--- src/rtl/presc_pkg.sv ---
package presc_pkg;

    localparam int CFG_W  = 32;
    localparam int M_W    = 12;
    localparam int N_W    = 4;
    localparam int EXP_W  = 16;

    typedef enum logic [1:0] {
        WSEL_WORD  = 2'd0,
        WSEL_M     = 2'd1,
        WSEL_N     = 2'd2,
        WSEL_UPPER = 2'd3
    } wsel_e;

    typedef enum logic [1:0] {
        PH_PRIME = 2'd0,
        PH_HIGH  = 2'd1,
        PH_LOW   = 2'd2
    } phase_e;

endpackage

--- src/rtl/presc_cfg_reg.sv ---
module presc_cfg_reg
    import presc_pkg::*;
#(
    parameter int DW = CFG_W,
    parameter int MW = M_W,
    parameter int NW = N_W
) (
    input  logic          clk,
    input  logic          rst,
    input  logic          we,
    input  logic [1:0]    sel,
    input  logic [DW-1:0] wdata,
    output logic [DW-1:0] cfg_q,
    output logic [MW-1:0] m_field,
    output logic [NW-1:0] n_field
);

    localparam logic [DW-1:0] M_MASK  = DW'((64'd1 << MW) - 64'd1);
    localparam logic [DW-1:0] N_MASK  = DW'(((64'd1 << NW) - 64'd1) << MW);
    localparam logic [DW-1:0] UP_MASK = ~(M_MASK | N_MASK);

    wsel_e         sel_e;
    logic [DW-1:0] wr_mask;
    logic [DW-1:0] cfg_d;

    assign sel_e = wsel_e'(sel);

    always_comb begin
        unique case (sel_e)
            WSEL_WORD:  wr_mask = '1;
            WSEL_M:     wr_mask = M_MASK;
            WSEL_N:     wr_mask = N_MASK;
            WSEL_UPPER: wr_mask = UP_MASK;
            default:    wr_mask = '0;
        endcase
        cfg_d = (cfg_q & ~wr_mask) | (wdata & wr_mask);
    end

    always_ff @(posedge clk) begin
        if (rst) begin
            cfg_q <= '0;
        end else if (we) begin
            cfg_q <= cfg_d;
        end
    end

    assign m_field = cfg_q[MW-1:0];
    assign n_field = cfg_q[MW+NW-1:MW];

    // a full-word write lands unchanged
    a_r6_word_write: assert property (@(posedge clk) disable iff (rst)
        (we && sel_e == WSEL_WORD) |=> cfg_q == $past(wdata));

    // an M-only write keeps every bit above M
    a_r6_m_keeps_rest: assert property (@(posedge clk) disable iff (rst)
        (we && sel_e == WSEL_M) |=> cfg_q[DW-1:MW] == $past(cfg_q[DW-1:MW]));

    // an N-only write keeps M and the upper bits
    a_r6_n_keeps_rest: assert property (@(posedge clk) disable iff (rst)
        (we && sel_e == WSEL_N) |=>
            (cfg_q[MW-1:0] == $past(cfg_q[MW-1:0])) &&
            (cfg_q[DW-1:MW+NW] == $past(cfg_q[DW-1:MW+NW])));

    // an upper-only write never disturbs the ratio fields
    a_r7_upper_inert: assert property (@(posedge clk) disable iff (rst)
        (we && sel_e == WSEL_UPPER) |=> $stable(cfg_q[MW+NW-1:0]));

endmodule

--- src/rtl/presc_lin_stage.sv ---
module presc_lin_stage #(
    parameter int MW = 12
) (
    input  logic          clk,
    input  logic          rst,
    input  logic          load,
    input  logic [MW-1:0] m_new,
    output logic          step_en,
    output logic [MW-1:0] cnt,
    output logic [MW-1:0] m_act
);

    always_ff @(posedge clk) begin
        if (rst) begin
            cnt   <= '0;
            m_act <= '0;
        end else if (load) begin
            cnt   <= m_new;
            m_act <= m_new;
        end else if (cnt == '0) begin
            cnt   <= m_act;
        end else begin
            cnt   <= cnt - 1'b1;
        end
    end

    assign step_en = (cnt == '0);

    // the linear count stays within the active M
    a_r2_lin_bound: assert property (@(posedge clk) disable iff (rst)
        cnt <= m_act);

    // with M above zero, two steps never fall on adjacent cycles
    a_r2_step_gap: assert property (@(posedge clk) disable iff (rst)
        (step_en && !load && m_act != '0) |=> !step_en);

endmodule

--- src/rtl/presc_exp_stage.sv ---
module presc_exp_stage #(
    parameter int NW = 4,
    parameter int EW = 16
) (
    input  logic          clk,
    input  logic          rst,
    input  logic          load,
    input  logic [NW-1:0] n_new,
    input  logic          step_en,
    output logic          half_done,
    output logic [EW-1:0] cnt,
    output logic [NW-1:0] n_act
);

    logic [EW-1:0] limit;

    always_comb begin
        limit = {EW{1'b1}} >> (EW - int'(n_act));
    end

    assign half_done = step_en && (cnt == limit);

    always_ff @(posedge clk) begin
        if (rst) begin
            cnt   <= '0;
            n_act <= '0;
        end else if (load) begin
            cnt   <= '0;
            n_act <= n_new;
        end else if (step_en) begin
            if (cnt == limit) begin
                cnt <= '0;
            end else begin
                cnt <= cnt + 1'b1;
            end
        end
    end

    // the half-period count never passes 2^N-1
    a_r3_exp_bound: assert property (@(posedge clk) disable iff (rst)
        cnt <= limit);

endmodule

--- src/rtl/presc_phase_fsm.sv ---
module presc_phase_fsm
    import presc_pkg::*;
(
    input  logic clk,
    input  logic rst,
    input  logic cfg_wr,
    input  logic half_done,
    output logic load,
    output logic clk_q,
    output logic tick_q,
    output logic pending_q
);

    phase_e state;
    phase_e nxt;

    always_comb begin
        nxt  = state;
        load = 1'b0;
        unique case (state)
            PH_PRIME: begin
                nxt  = PH_HIGH;
                load = 1'b1;
            end
            PH_HIGH: begin
                if (half_done) begin
                    nxt = PH_LOW;
                end
            end
            PH_LOW: begin
                if (half_done) begin
                    nxt  = PH_HIGH;
                    load = 1'b1;
                end
            end
            default: begin
                nxt = PH_PRIME;
            end
        endcase
    end

    always_ff @(posedge clk) begin
        if (rst) begin
            state <= PH_PRIME;
        end else begin
            state <= nxt;
        end
    end

    always_ff @(posedge clk) begin
        if (rst) begin
            clk_q     <= 1'b0;
            tick_q    <= 1'b0;
            pending_q <= 1'b0;
        end else begin
            clk_q  <= (nxt == PH_HIGH);
            tick_q <= load;
            if (cfg_wr) begin
                pending_q <= 1'b1;
            end else if (load) begin
                pending_q <= 1'b0;
            end
        end
    end

    // the priming state lasts a single cycle
    a_r1_prime_once: assert property (@(posedge clk) disable iff (rst)
        (state == PH_PRIME) |=> (state == PH_HIGH));

    // a write always raises the pending flag
    a_r9_pend_set: assert property (@(posedge clk) disable iff (rst)
        cfg_wr |=> pending_q);

    // an unblocked boundary clears the pending flag
    a_r9_pend_clear: assert property (@(posedge clk) disable iff (rst)
        (pending_q && load && !cfg_wr) |=> !pending_q);

endmodule

--- src/rtl/tmr_prescaler.sv ---
module tmr_prescaler
    import presc_pkg::*;
#(
    parameter int DW = CFG_W,
    parameter int MW = M_W,
    parameter int NW = N_W,
    parameter int EW = EXP_W
) (
    input  logic          clk,
    input  logic          rst,
    input  logic          cfg_we,
    input  logic [1:0]    cfg_sel,
    input  logic [DW-1:0] cfg_wdata,
    output logic [DW-1:0] cfg_rdata,
    output logic          cfg_pending,
    output logic          tmr_clk,
    output logic          tmr_tick
);

    logic [MW-1:0] m_field;
    logic [NW-1:0] n_field;
    logic          load;
    logic          step_en;
    logic          half_done;
    logic [MW-1:0] lin_cnt;
    logic [MW-1:0] m_act;
    logic [EW-1:0] exp_cnt;
    logic [NW-1:0] n_act;

    presc_cfg_reg #(.DW(DW), .MW(MW), .NW(NW)) u_cfg (
        .clk     (clk),
        .rst     (rst),
        .we      (cfg_we),
        .sel     (cfg_sel),
        .wdata   (cfg_wdata),
        .cfg_q   (cfg_rdata),
        .m_field (m_field),
        .n_field (n_field)
    );

    presc_lin_stage #(.MW(MW)) u_lin (
        .clk     (clk),
        .rst     (rst),
        .load    (load),
        .m_new   (m_field),
        .step_en (step_en),
        .cnt     (lin_cnt),
        .m_act   (m_act)
    );

    presc_exp_stage #(.NW(NW), .EW(EW)) u_exp (
        .clk       (clk),
        .rst       (rst),
        .load      (load),
        .n_new     (n_field),
        .step_en   (step_en),
        .half_done (half_done),
        .cnt       (exp_cnt),
        .n_act     (n_act)
    );

    presc_phase_fsm u_fsm (
        .clk       (clk),
        .rst       (rst),
        .cfg_wr    (cfg_we),
        .half_done (half_done),
        .load      (load),
        .clk_q     (tmr_clk),
        .tick_q    (tmr_tick),
        .pending_q (cfg_pending)
    );

    // a tick only ever appears on a rising edge of tmr_clk
    a_r4_tick_on_rise: assert property (@(posedge clk) disable iff (rst)
        tmr_tick |-> (tmr_clk && !$past(tmr_clk)));

    // every rising edge of tmr_clk carries a tick
    a_r4_rise_has_tick: assert property (@(posedge clk) disable iff (rst)
        (tmr_clk && !$past(tmr_clk)) |-> tmr_tick);

    // the active ratio only moves at a period boundary
    a_r8_ratio_hold: assert property (@(posedge clk) disable iff (rst)
        !tmr_tick |-> ($stable(m_act) && $stable(n_act)));

    // the two stage counters are never both idle past their limits
    a_r2_counts_sane: assert property (@(posedge clk) disable iff (rst)
        (lin_cnt <= m_act) && (exp_cnt < (EW'(1) << n_act)));

endmodule

--- config.mk ---
export PLATFORM = sky130hd
export DESIGN_NAME = tmr_prescaler
export DESIGN_NICKNAME = d
export VERILOG_FILES = /design/src/rtl/presc_pkg.sv /design/src/rtl/presc_cfg_reg.sv /design/src/rtl/presc_lin_stage.sv /design/src/rtl/presc_exp_stage.sv /design/src/rtl/presc_phase_fsm.sv /design/src/rtl/tmr_prescaler.sv
export SDC_FILE = /design/constraint.sdc
export NUM_CORES = 1
export LEC_CHECK = 0
export BUFFER_PORTS_ARGS = -buffer_cell sky130_fd_sc_hd__buf_2
export CORE_MARGIN = 3
export CORE_UTILIZATION = 30
export CTS_BUF_LIST = sky130_fd_sc_hd__clkbuf_8
export DETAILED_ROUTE_END_ITERATION = 10
export GPL_TIMING_DRIVEN = 0
export SLEW_MARGIN = 20
export SYNTH_ARGS = -nofsm -noshare
export SYNTH_HDL_FRONTEND = slang
export SYNTH_HIERARCHICAL = 1
export SYNTH_SLANG_ARGS = --single-unit
--- constraint.sdc ---
create_clock -name clk -period 3.8 [get_ports clk]
set_input_delay 0.76 -clock clk [delete_from_list [all_inputs] [get_ports clk]]
set_output_delay 0.76 -clock clk [all_outputs]
set_load 0.01 [all_outputs]
==> reports/results.ini <==
[logic_synthesis]
synthArstFlopShare_pct = 0
synth_top_family_by_area = simple AND/OR/NAND/NOR gates
synth_top_cell_by_area = dfxtp_1
syn_inst = 531
synth_edf_count = 0
synth_xor_area_share_pct = 3.60
synth-seq-area-share_pct = 36.6
synth_compound_area_share_pct = 20.0
synth-simple-area-share_pct = 23.6
synthTopCellsByArea = dfxtp_1, nand2_1, a21oi_1, nor2_1, clkbuf_8
synthTopCellsByCount = nand2_1, dfxtp_1, a21oi_1
yosys.area.top_type_share_pct = 36.6
yosys_warnings = 6
synth_mux_area_share_pct = 2.74
synthFlopType = dfxtp_1
syn_nets = 577
synth_most_common_cell = nand2_1
synth.distinct_cells = 71
synth_fa_ha_area_share_pct = 2.57
avgSynthCellArea_sq_um = 8.24
ys_seq_elements = 80
syn-cell-area_sq_mm = 0.00438

[clock_network]
clockRootBuffer = clkbuf_8
path_clk_slew_ns = 0.09
tritoncts = done
htreeDepth = 3
cts_num_sinks = 80
clk_latency_ns = 0.35
cts_inserted_buffers = 9
postCtsHoldBufs = 0
cts_buffer_depth = 2

[routing]
routed_wirelength_um = 11000
firstDrtPassIters = 5
post_drt_via_cell_ratio = 5.09
ant_nets = 0
wl_per_cell_um = 13.7
vias = 4066
drtIter0Drc = 212
remaining_drc_errors = 0

[worst_setup_path]
arrival_ns = 3.77
worst_setup_path_start_kind = flop
path_max_fanout = 10
r2r-start = u_exp/n_act[1]
critPathKind = reg -> reg
r2r_cells = 17
ff2ff_setup_slack_ns = 0.27
cp.required_ns = 4.04
end_kind = flop
reg2reg_to = u_lin/cnt[9]

[timing]
rsz0062_at_grt = no
setup_tns_ns = 0
slew_headroom_pct = 53.7
period_needed_ns = 3.53
max_clock_freq_ghz = 0.283
finClkSkew_ns = 0.00931
hold_viol = 0
hold_ws_ns = 0.460
setup_violations = 0
fin_crit_sh_pct = 92.9
worstMarginPinSlew_ns = 0.689
timing.final.ws_setup_ns = 0.271
final_max_slew_viol_count = 0

[floorplan]
die_h_um = 127
core_sq_mm = 0.0141
rows = 43
die_area_sq_mm = 0.0161
initial_utilization_pct = 31.1
die_w_um = 127
boundaryPins = 72

[placed_design]
port_buffers = 71
dp_slack_ns = -0.185
dp_hpwl_um = 8150
gp_congestion = 0.838
place_area_sq_mm = 0.00496

[layout]
layout-drive-gt1-share_pct = 25.8
syn_to_final_growth_pct = 19.3
final_util_pct = 37.1
fin_nets = 660
antenna_cells = 0
design_area_sq_mm = 0.00522
nFillCells = 1472

[power]
p_leak_nw = 2.11
power.density_mw_per_mm2 = 581
ir_drop_v = 0.000294

[outcome]
status = finished clean

[grt]
overflow = 0
grt_first_pass_wirelength_um = 18000
grt_pass1_vias = 3833
antenna_found_initial = 0
grt_use_total_pct = 13.4
grt_max_degree = 18

[hold_path]
hp-class = reg -> reg
worstHoldPathCells = 2

[run]
max_cap_violations = 0

## report_power, final
part	leakage, nW	switching, mW	internal (mW)
Clock	0.106	0.326	0.376
Sequential	0.652	0.0970	0.936
Combinational	1.35	0.750	0.551
## worst max-delay path: stages (launching register included)
cell	delay [ns]
dfxtp_2	0.36
inv_1	0.10
ha_2	0.24
clkbuf_4	0.21
clkbuf_8	0.18
a21oi_1	0.06
o21ai_0	0.17
o311ai_0	0.23
a2111oi_2	0.39
o211ai_2	0.22
nor3_2	0.26
nor2b_1	0.13
nor2_2	0.13
buf_4	0.20
nor2_1	0.13
o311ai_2	0.11
o21ai_1	0.10
a31o_1	0.19
## timing repair
| item | in CTS | in global routing |
|---|---|---|
| gates cloned | 0 | 0 |
| pin swaps | 0 | 4 |
| setup buffers | 0 | 2 |
| hold endpoints to repair | 0 | 0 |
| endpoints found under the setup margin | 24 | 34 |
| gates resized for setup | 3 | 10 |
## how the worst max path moves through the flow
stage	startpoint	to	slack [ns]	cells after the start
final	u_exp/n_act[1]	u_lin/cnt[9]	0.27	17
after global routing	u_exp/n_act[1]	u_lin/cnt[11]	0.04	16
after CTS	u_exp/n_act[0]	u_lin/cnt[4]	0.0005	15
after global placement	u_exp/n_act[0]	u_lin/cnt[11]	-0.10	14
after floorplan	u_exp/n_act[0]	u_lin/cnt[0]	0.53	14
after detailed placement	u_exp/n_act[0]	u_lin/cnt[11]	-0.18	15
## placed cells by master, fill, tap and decap left out, types with 4 or more instances in the layout
cell type and instances:
a21oi_1 49, a31oi_1 5, buf_2 76, buf_4 21
buf_6 5, clkbuf_1 10, clkbuf_8 19, dfxtp_1 78
ha_1 8, inv_1 15, mux2i_1 12, nand2_1 84
nand2b_1 19, nand3_1 8, nand4_1 9, nor2_1 43
nor3_1 14, nor3b_1 5, o21a_1 4, o21ai_0 17
o22ai_1 7, o32ai_1 5, xnor2_1 5, xor2_1 13
## layer usage
| metal | track usage, % | vias to the layer above | routed length, um |
|---|---|---|---|
| met1 | 17.0 | 1895 | 4880 |
| li1 | - | 2003 | - |
| met2 | 22.4 | 154 | 5190 |
| met3 | 2.65 | 14 | 727 |
| met4 | 5.24 | 0 | 164 |
| met5 | 0 | - | 0 |
## area by class of cell
class | instances | area (sq um) | area share, %
buffer | 53 | 424 | 8.12
sequential | 80 | 1600 | 30.7
inverter | 16 | 60.1 | 1.15
timing repair buffer | 73 | 370 | 7.09
clock buffer | 9 | 124 | 2.37
multi-input combinational | 381 | 2310 | 44.3
tap | 180 | 225 | 4.31
clock inverter | 7 | 101 | 1.94
## per-stage QoR
stage / instances / power (mW)
CTS: 798 / 3.02
finish: 799 / 3.04
detailed placement: 782 / 2.30
floorplan: 531 / 2.00
global route: 799 / 3.23
global placement: 782 / 2.27
## cells by family (layout without fill, tap and decap cells)
logic type               Yosys count  in the layout
AO/OA/AOI/OAI                    130            130
XOR/XNOR                          18             18
adder cells (fa/ha/maj)            9              9
buffers and inverters             70            158
flip-flops                        80             80
multiplexers                      12             12
AND/OR/NAND/NOR                  212            212
Power figures use the tool's default switching activity.
